`src/rtl/eep_unlock_pkg.sv`:
```
package eep_unlock_pkg;
   typedef enum logic [1:0] {
      SEL_ADDR = 2'd0,
      SEL_DATA = 2'd1,
      SEL_CTRL = 2'd2,
      SEL_NONE = 2'd3
   } reg_sel_e;

   localparam int CTL_RIE = 3;
   localparam int CTL_MWE = 2;
   localparam int CTL_WE  = 1;
   localparam int CTL_RE  = 0;
endpackage

```
`src/rtl/eep_unlock_timer.sv`:
```
module eep_unlock_timer #(
   parameter int UNLOCK_CYC = 4
) (
   input  logic clk,
   input  logic rst_n,
   input  logic arm,
   input  logic disarm,
   output logic open_o
);
   localparam int CW = $clog2(UNLOCK_CYC + 1);

   logic [CW-1:0] left_q;

   always_ff @(posedge clk) begin
      if (!rst_n)
         left_q <= '0;
      else if (disarm)
         left_q <= '0;
      else if (arm)
         left_q <= CW'(UNLOCK_CYC);
      else if (left_q != '0)
         left_q <= left_q - 1'b1;
   end

   assign open_o = (left_q != '0);
endmodule

```
`src/rtl/eep_prog_seq.sv`:
```
module eep_prog_seq #(
   parameter int AW       = 6,
   parameter int PROG_CYC = 16
) (
   input  logic          clk,
   input  logic          rst_n,
   input  logic          start,
   input  logic [AW-1:0] addr_in,
   input  logic [7:0]    data_in,
   output logic          busy,
   output logic          commit,
   output logic [AW-1:0] c_addr,
   output logic [7:0]    c_data
);
   always_ff @(posedge clk) begin
      if (!rst_n) begin
         c_addr <= '0;
         c_data <= '0;
      end else if (start) begin
         c_addr <= addr_in;
         c_data <= data_in;
      end
   end

   generate
      if (PROG_CYC == 1) begin : g_single
         logic busy_q;
         always_ff @(posedge clk) begin
            if (!rst_n) busy_q <= 1'b0;
            else        busy_q <= start;
         end
         assign busy   = busy_q;
         assign commit = busy_q;
      end else begin : g_count
         localparam int PW = $clog2(PROG_CYC + 1);
         logic [PW-1:0] left_q;
         always_ff @(posedge clk) begin
            if (!rst_n)
               left_q <= '0;
            else if (start)
               left_q <= PW'(PROG_CYC);
            else if (left_q != '0)
               left_q <= left_q - 1'b1;
         end
         assign busy   = (left_q != '0);
         assign commit = (left_q == PW'(1));
      end
   endgenerate
endmodule

```
`src/rtl/eep_byte_array.sv`:
```
module eep_byte_array #(
   parameter int         AW        = 6,
   parameter logic [7:0] ERASE_VAL = 8'hFF
) (
   input  logic          clk,
   input  logic          rst_n,
   input  logic          wr_en,
   input  logic [AW-1:0] wr_addr,
   input  logic [7:0]    wr_data,
   input  logic [AW-1:0] rd_addr,
   output logic [7:0]    rd_data
);
   localparam int DEPTH = 1 << AW;

   logic [7:0] cells [DEPTH];

   always_ff @(posedge clk) begin
      if (!rst_n) begin
         for (int i = 0; i < DEPTH; i++) cells[i] <= ERASE_VAL;
      end else if (wr_en) begin
         cells[wr_addr] <= wr_data;
      end
   end

   assign rd_data = cells[rd_addr];
endmodule

```
`src/rtl/eep_unlock_ctrl.sv`:
```
module eep_unlock_ctrl
   import eep_unlock_pkg::*;
#(
   parameter int         AW         = 6,
   parameter int         UNLOCK_CYC = 4,
   parameter int         PROG_CYC   = 16,
   parameter logic [7:0] ERASE_VAL  = 8'hFF
) (
   input  logic       clk,
   input  logic       rst_n,
   input  logic [1:0] reg_sel,
   input  logic       reg_wr,
   input  logic [7:0] reg_wdata,
   output logic [7:0] reg_rdata,
   input  logic       gie,
   input  logic       flash_lock,
   output logic       rdy_irq
);
   generate
      if (AW < 1 || AW > 8) begin : g_bad_aw
         $error("AW must lie in 1..8");
      end
      if (UNLOCK_CYC < 1) begin : g_bad_unlock
         $error("UNLOCK_CYC must be at least 1");
      end
      if (PROG_CYC < 1) begin : g_bad_prog
         $error("PROG_CYC must be at least 1");
      end
   endgenerate

   logic          addr_wr, data_wr, ctrl_wr;
   logic          mwe_open, busy, commit, start, rd_req;
   logic [AW-1:0] addr_q, c_addr;
   logic [7:0]    data_q, c_data, arr_rd;
   logic          rie_q;
   logic [7:0]    addr_ext, ctrl_view;

   assign addr_wr = reg_wr && (reg_sel == SEL_ADDR);
   assign data_wr = reg_wr && (reg_sel == SEL_DATA);
   assign ctrl_wr = reg_wr && (reg_sel == SEL_CTRL);

   assign start  = ctrl_wr && reg_wdata[CTL_WE] && mwe_open && !busy && !flash_lock;
   assign rd_req = ctrl_wr && reg_wdata[CTL_RE] && !busy;

   eep_unlock_timer #(.UNLOCK_CYC(UNLOCK_CYC)) u_timer (
      .clk    (clk),
      .rst_n  (rst_n),
      .arm    (ctrl_wr && reg_wdata[CTL_MWE]),
      .disarm (start || (ctrl_wr && !reg_wdata[CTL_MWE])),
      .open_o (mwe_open)
   );

   eep_prog_seq #(.AW(AW), .PROG_CYC(PROG_CYC)) u_seq (
      .clk     (clk),
      .rst_n   (rst_n),
      .start   (start),
      .addr_in (addr_q),
      .data_in (data_q),
      .busy    (busy),
      .commit  (commit),
      .c_addr  (c_addr),
      .c_data  (c_data)
   );

   eep_byte_array #(.AW(AW), .ERASE_VAL(ERASE_VAL)) u_array (
      .clk     (clk),
      .rst_n   (rst_n),
      .wr_en   (commit),
      .wr_addr (c_addr),
      .wr_data (c_data),
      .rd_addr (addr_q),
      .rd_data (arr_rd)
   );

   always_ff @(posedge clk) begin
      if (!rst_n) begin
         addr_q <= '0;
         data_q <= '0;
         rie_q  <= 1'b0;
      end else begin
         if (addr_wr) addr_q <= reg_wdata[AW-1:0];
         if (data_wr)
            data_q <= reg_wdata;
         else if (rd_req)
            data_q <= arr_rd;
         if (ctrl_wr) rie_q <= reg_wdata[CTL_RIE];
      end
   end

   always_comb begin
      addr_ext           = '0;
      addr_ext[AW-1:0]   = addr_q;
      ctrl_view          = '0;
      ctrl_view[CTL_RIE] = rie_q;
      ctrl_view[CTL_MWE] = mwe_open;
      ctrl_view[CTL_WE]  = busy;
      unique case (reg_sel)
         SEL_ADDR: reg_rdata = addr_ext;
         SEL_DATA: reg_rdata = data_q;
         SEL_CTRL: reg_rdata = ctrl_view;
         default:  reg_rdata = 8'h00;
      endcase
   end

   assign rdy_irq = rie_q && !busy && gie;
endmodule

```
`config.mk`:
```
export PLATFORM = sky130hd
export DESIGN_NAME = eep_unlock_ctrl
export DESIGN_NICKNAME = d
export VERILOG_FILES = /design/src/rtl/eep_unlock_pkg.sv /design/src/rtl/eep_unlock_timer.sv /design/src/rtl/eep_prog_seq.sv /design/src/rtl/eep_byte_array.sv /design/src/rtl/eep_unlock_ctrl.sv
export SDC_FILE = /design/constraint.sdc
export NUM_CORES = 1
export LEC_CHECK = 0
export BUFFER_PORTS_ARGS = -buffer_cell sky130_fd_sc_hd__buf_4
export CORE_ASPECT_RATIO = 1.5
export CORE_MARGIN = 2
export CORE_UTILIZATION = 35
export CTS_CLUSTER_SIZE = 28
export DETAILED_ROUTE_END_ITERATION = 8
export HOLD_SLACK_MARGIN = 0.06
export PLACE_DENSITY = 0.54
export SLEW_MARGIN = 20
export SYNTH_ARGS = -nofsm -noshare
export SYNTH_HDL_FRONTEND = slang
export SYNTH_SLANG_ARGS = --single-unit
```
`constraint.sdc`:
```
create_clock -name clk -period 3.32 [get_ports clk]
set_clock_uncertainty 0.15 [all_clocks]
set_input_delay 0.166 -clock clk [delete_from_list [all_inputs] [get_ports clk]]
set_output_delay 0.166 -clock clk [all_outputs]
set_load 0.005 [all_outputs]
```
* Word level (Yosys, flattened, before mapping) *
Memories as Yosys holds them, arrays and structs flattened. A register that Yosys moved wholly into a read port is not among the register bits.
Index checks and enable logic that the tools add are counted.

storage, ports and cells
  output and inout bits = 9
  input bits = 15
  register bits after elaboration = 37
  memories kept = 1
  bits in writable memories = 512

operators by class
  mux-type cells = 16
  equal/unequal tests = 3
  $add $sub $neg = 2
  bitwise logic cells = 1
  reductions and logical operators = 27

memory list
  memory         words  bits a word  rd ports  clocked after Yosys merged registers in  write ports  RTL line              text
  u_array.cells  64     8            1         1                                        64           eep_byte_array.sv:15  logic [7:0] cells [DEPTH];

operators with widths
  cell                                                                    count
  8-bit two-way mux                                                       3
  8-bit one-hot mux with 3 select lines                                   1
  6-bit two-way mux                                                       3
  1-bit logical AND                                                       13
  5-bit two-way mux                                                       2
  8-bit OR reduction                                                      1
  3-bit two-way mux                                                       2
  2-bit nonzero test                                                      3
  5-bit by 1-bit equality test with 1-bit output (second input constant)  1
  1-bit two-way mux                                                       5
  5-bit nonzero test                                                      1
  5-bit by 1-bit subtractor with 5-bit output (second input constant)     1
  2-bit OR reduction                                                      2
  1-bit zero test                                                         3
  3-bit nonzero test                                                      1
  3-bit OR reduction                                                      1
  3-bit by 1-bit subtractor with 3-bit output (second input constant)     1
  2-bit by 1-bit equality test with 1-bit output (second input constant)  1
  2-bit equality test (second input constant)                             1
  2-bit zero test                                                         1
  1-bit logical OR                                                        1
  1-bit NOT                                                               1

* Longest topological paths before layout *
  depth after elaboration = 8
  depth in mapped cells = 9

* By module *
Synthesis repeated with hierarchy kept, for this count alone.

second synthesis, totals
  cells, all modules = 1,803
  area total of the unflattened synthesis = 25,758.5 um^2

modules (own cells, without submodules)
  module            cells an instance  area each (um^2)  times used
  eep_byte_array    1,601              23,894.2          1
  eep_unlock_ctrl   111                904.6             1
  eep_prog_seq      71                 778.2             1
  eep_unlock_timer  20                 181.4             1

* Worst setup path before layout *
No wires, ideal clock.

  kind = reg2reg
  start point = register u_seq.g_count.left_q[3]
  end point = memory u_array.cells[27][0] (enable)
  data required time = 2.786 ns
  library setup time = 0.384 ns
  arrival = 2.101 ns
  slack = 0.685 ns
  stages on the path, launching flop included = 7
  path through = dfxtp_1 > nor3_2 > nand4_1 > or3b_2 > clkbuf_1 > clkbuf_1 > o21ai_0

RTL lines
  what                    RTL line              text
  from (decl)             eep_prog_seq.sv:36    logic [PW-1:0] left_q;
  from (signal assigned)  eep_prog_seq.sv:41    left_q <= PW'(PROG_CYC);
  from (signal assigned)  eep_prog_seq.sv:43    left_q <= left_q - 1'b1;
  to (decl)               eep_byte_array.sv:15

==> results.cfg <==
[sta]
worst_margin_pin_slew_ns = 1.02
finalCriticalPeriod_ns = 2.89
grt_setup_unrepaired = false
relSlewSlack_pct = 31.8
clock.fmax_mhz = 346
finalCritPeriodShare_pct = 87.1
totalNegativeSetupSlack_ns = 0
setup_violations = 0
finalMaxSlewViolations = 0
timing_hold_violations_final = 0

[global_routing]
gr-usage-all-layers_pct = 19.6
grt_start_max_net_pins = 55
grt_first_pass_wirelength_um = 108000
grt_pass1_vias = 16010
globalRoute.totalOverflow = 0
antenna_found_initial = 1

[power]
vdd_drop_max_uv = 471
power_per_cell_area_nw_per_um2 = 503
p_total_mw = 14.6
leakage_nw = 7.32

[synth]
synth_async_sr_flop_share_pct = 0
mappedNetlistArea_sq_um = 25600
synth_cell_type_count = 55
synth_flop_cell = sky130_fd_sc_hd__edfxtp_1
yosys-top-cells-count = sky130_fd_sc_hd__edfxtp_1, sky130_fd_sc_hd__or3_1, sky130_fd_sc_hd__or2_2
synthesis.area_per_instance_sq_um = 14.2
synthMostInstantiatedCell = sky130_fd_sc_hd__edfxtp_1
synth_largest_area_cell = sky130_fd_sc_hd__edfxtp_1
synth_edf_count = 512
share_of_the_synthesized_area_in_the_top_cell_type_pct = 59.9
ys_ff_latch = 555
netlist_instances = 1811
synth_nets = 1831
synth_seq_area_share_pct = 63.3
ys.warnings.count = 0
synth.top_cells.by_area = sky130_fd_sc_hd__edfxtp_1, sky130_fd_sc_hd__mux4_2, sky130_fd_sc_hd__or3_1

[setup_path]
worst_path_cell_trace = buf_4, mux4_2, mux2i_1, nand3_1, a22oi_2, o211ai_2
critical_path.slowest_cell = sky130_fd_sc_hd__dfxtp_2
crit_path_max_fanout = 22
required_time_of_the_critical_path_ns = 3.65
cp.buffers_inverters = 1
crit_end_element = flip-flop
criticalPathCategory = flip-flop to flip-flop
path_delay_family = flip-flops
timing.critical_path.slowest_cell_delay_ns = 0.80
timing.critical_path.arrival_ns = 3.22
timing.critical_path.from_type = flip-flop

[die]
design.portCount = 24
fp.dieArea_sq_um = 75500
initial_core_utilization_pct = 35.4
die_w_um = 225
die_height_um = 336
floorplan.core_area_sq_um = 72500
row_cnt = 121

[cts]
cts_inserted_buffers = 54
latest_clock_arrival_within_the_worst_skew_pair_ns = 0.61
clk_pin_slew_worst_paths_ns = 0.06
cts_buffer_depth = 3
cts_repair_resize_count = 0
cts_max_level = 2
clock-root-buffer = sky130_fd_sc_hd__clkbuf_16
cts_sinks = 555
tritoncts = done
cts_post_setup_buffers_inserted = 0

[detailed_routing]
drtAntennaViolNets = 0
wl_per_cell_um = 26.2
detailroute.via_count = 15284
detailedRoute.firstPassIterationCount = 5
drc = 0
viasPerCell = 5.46
detail_route.iter0.violations = 1182
detail_route.wirelength_um = 73400

[layout]
area.growth.synth_to_final_pct = 12.8
finish.cell_count_without_fillers = 2798
final_layout_size_suffix_gt1_share_pct = 32.8
number_of_nets_in_the_final_layout = 1850

[place]
placed_cells = 2686
place.gp.congestion = 0.854
placement.io_buffers = 23
detailedPlacementHpwl_um = 49000

[worst_hold_path]
hold_class = input port to flip-flop

[run]
maxCapViolCount = 0

[outcome]
run_status = finished clean
-- path summary, 6_finish.rpt --
path                      from           endpoint  slack [ns]  depth (start not counted)
max                  flip-flop          data_q[0]        0.43                          6
min                 reg_sel[1]  u_timer.left_q[2]        0.09                          3
max reg2reg          flip-flop          data_q[0]        0.43                          6
min reg2reg  u_timer.left_q[1]  u_timer.left_q[1]        0.35                          2
-- state kept, by name, summed over array words and instances, names as in the netlist, named ones only --
register and flops:
u_seq.g_count.left_q 5, addr_q 6, u_seq.c_addr 6, u_timer.left_q 3, u_array.cells 512, data_q 8
u_seq.c_data 8, rie_q 1
-- cell families (layout without fill, tap and decap cells) --
group,Yosys count,in the layout,synth area share (%)
fa+ha+maj,5,5,0.244
xor+xnor,2,2,0.0683
mux,164,164,12.1
compound gates,161,161,4.43
simple gates,736,736,16.9
flops,555,555,63.3
buf+inv,188,251,3.00
other cells,0,2,0
-- through the flow --
stage               hold WS (ns)  area, sq um  util (%)  setup WS, ns
floorplan                  0.160        25600         -         0.685
global placement           0.326        27200      37.5        0.0848
detailed placement         0.326        27200      37.5         0.508
CTS                       0.0707        28900      39.9         0.491
global route               0.113        28900      39.9         0.347
finish                    0.0863        28900      39.9         0.428
-- report_power, final --
part	internal (mW)	total [mW]	switching, mW
sequential	7.69	7.78	0.0857
clock	3.18	5.85	2.67
combinational	0.351	0.929	0.578
-- placed cells by master, fill, tap and decap left out, types with 5 or more instances in the layout --
cell and n:
sky130_fd_sc_hd__buf_4 123, sky130_fd_sc_hd__nand2b_1 8, sky130_fd_sc_hd__nand2_1 97, sky130_fd_sc_hd__ha_1 5, sky130_fd_sc_hd__clkbuf_16 55, sky130_fd_sc_hd__dfxtp_1 32, sky130_fd_sc_hd__edfxtp_1 512, sky130_fd_sc_hd__a22o_1 5
sky130_fd_sc_hd__nor3_1 5, sky130_fd_sc_hd__and3b_1 5, sky130_fd_sc_hd__clkbuf_1 14, sky130_fd_sc_hd__or3_1 264, sky130_fd_sc_hd__o211ai_1 6, sky130_fd_sc_hd__o21ai_0 35, sky130_fd_sc_hd__a21oi_1 32, sky130_fd_sc_hd__nand3b_1 7
sky130_fd_sc_hd__clkinv_2 14, sky130_fd_sc_hd__buf_12 10, sky130_fd_sc_hd__mux2i_1 46, sky130_fd_sc_hd__mux4_2 116, sky130_fd_sc_hd__a211oi_1 22, sky130_fd_sc_hd__dlygate4sd3_1 10, sky130_fd_sc_hd__nor2_1 41, sky130_fd_sc_hd__nor2b_1 16
sky130_fd_sc_hd__dfxtp_2 8, sky130_fd_sc_hd__a22oi_1 42, sky130_fd_sc_hd__inv_1 7, sky130_fd_sc_hd__nor4_1 6, sky130_fd_sc_hd__or2_2 259, sky130_fd_sc_hd__clkinv_1 12
-- final cells by class --
cell class              instances  area (sq um)
diodes                          2          5.00
well taps                     922          1150
flip-flops and latches        555         16300
clock inverters                28           159
repair buffers                143          1220
inverters                       8          30.0
clock buffers                  72          1470
multi-input cells            1068          8640
fillers                      6591         43600
-- worst min-delay path, cell delays in order --
cell and delay [ns]:
sky130_fd_sc_hd__buf_4 0.18, sky130_fd_sc_hd__nand3b_1 0.33, sky130_fd_sc_hd__a211oi_1 0.12
-- per-layer routing --
metal,routed length (um),global-route usage [%],vias up,share of wire (%)
li1,-,-,6885,-
met1,27900,23.3,7804,38
met2,38600,35.4,456,53
met3,3660,2.35,137,5.0
met4,3250,8.68,2,4.4
met5,7,0,-,0.0095
-- repair_timing --
item                                    in CTS  in global routing
endpoints found under the setup margin       0                  0
hold buffers                                10                  0
hold endpoints to repair                    23                  0
Note: power is estimated with default switching activity, not from simulation.
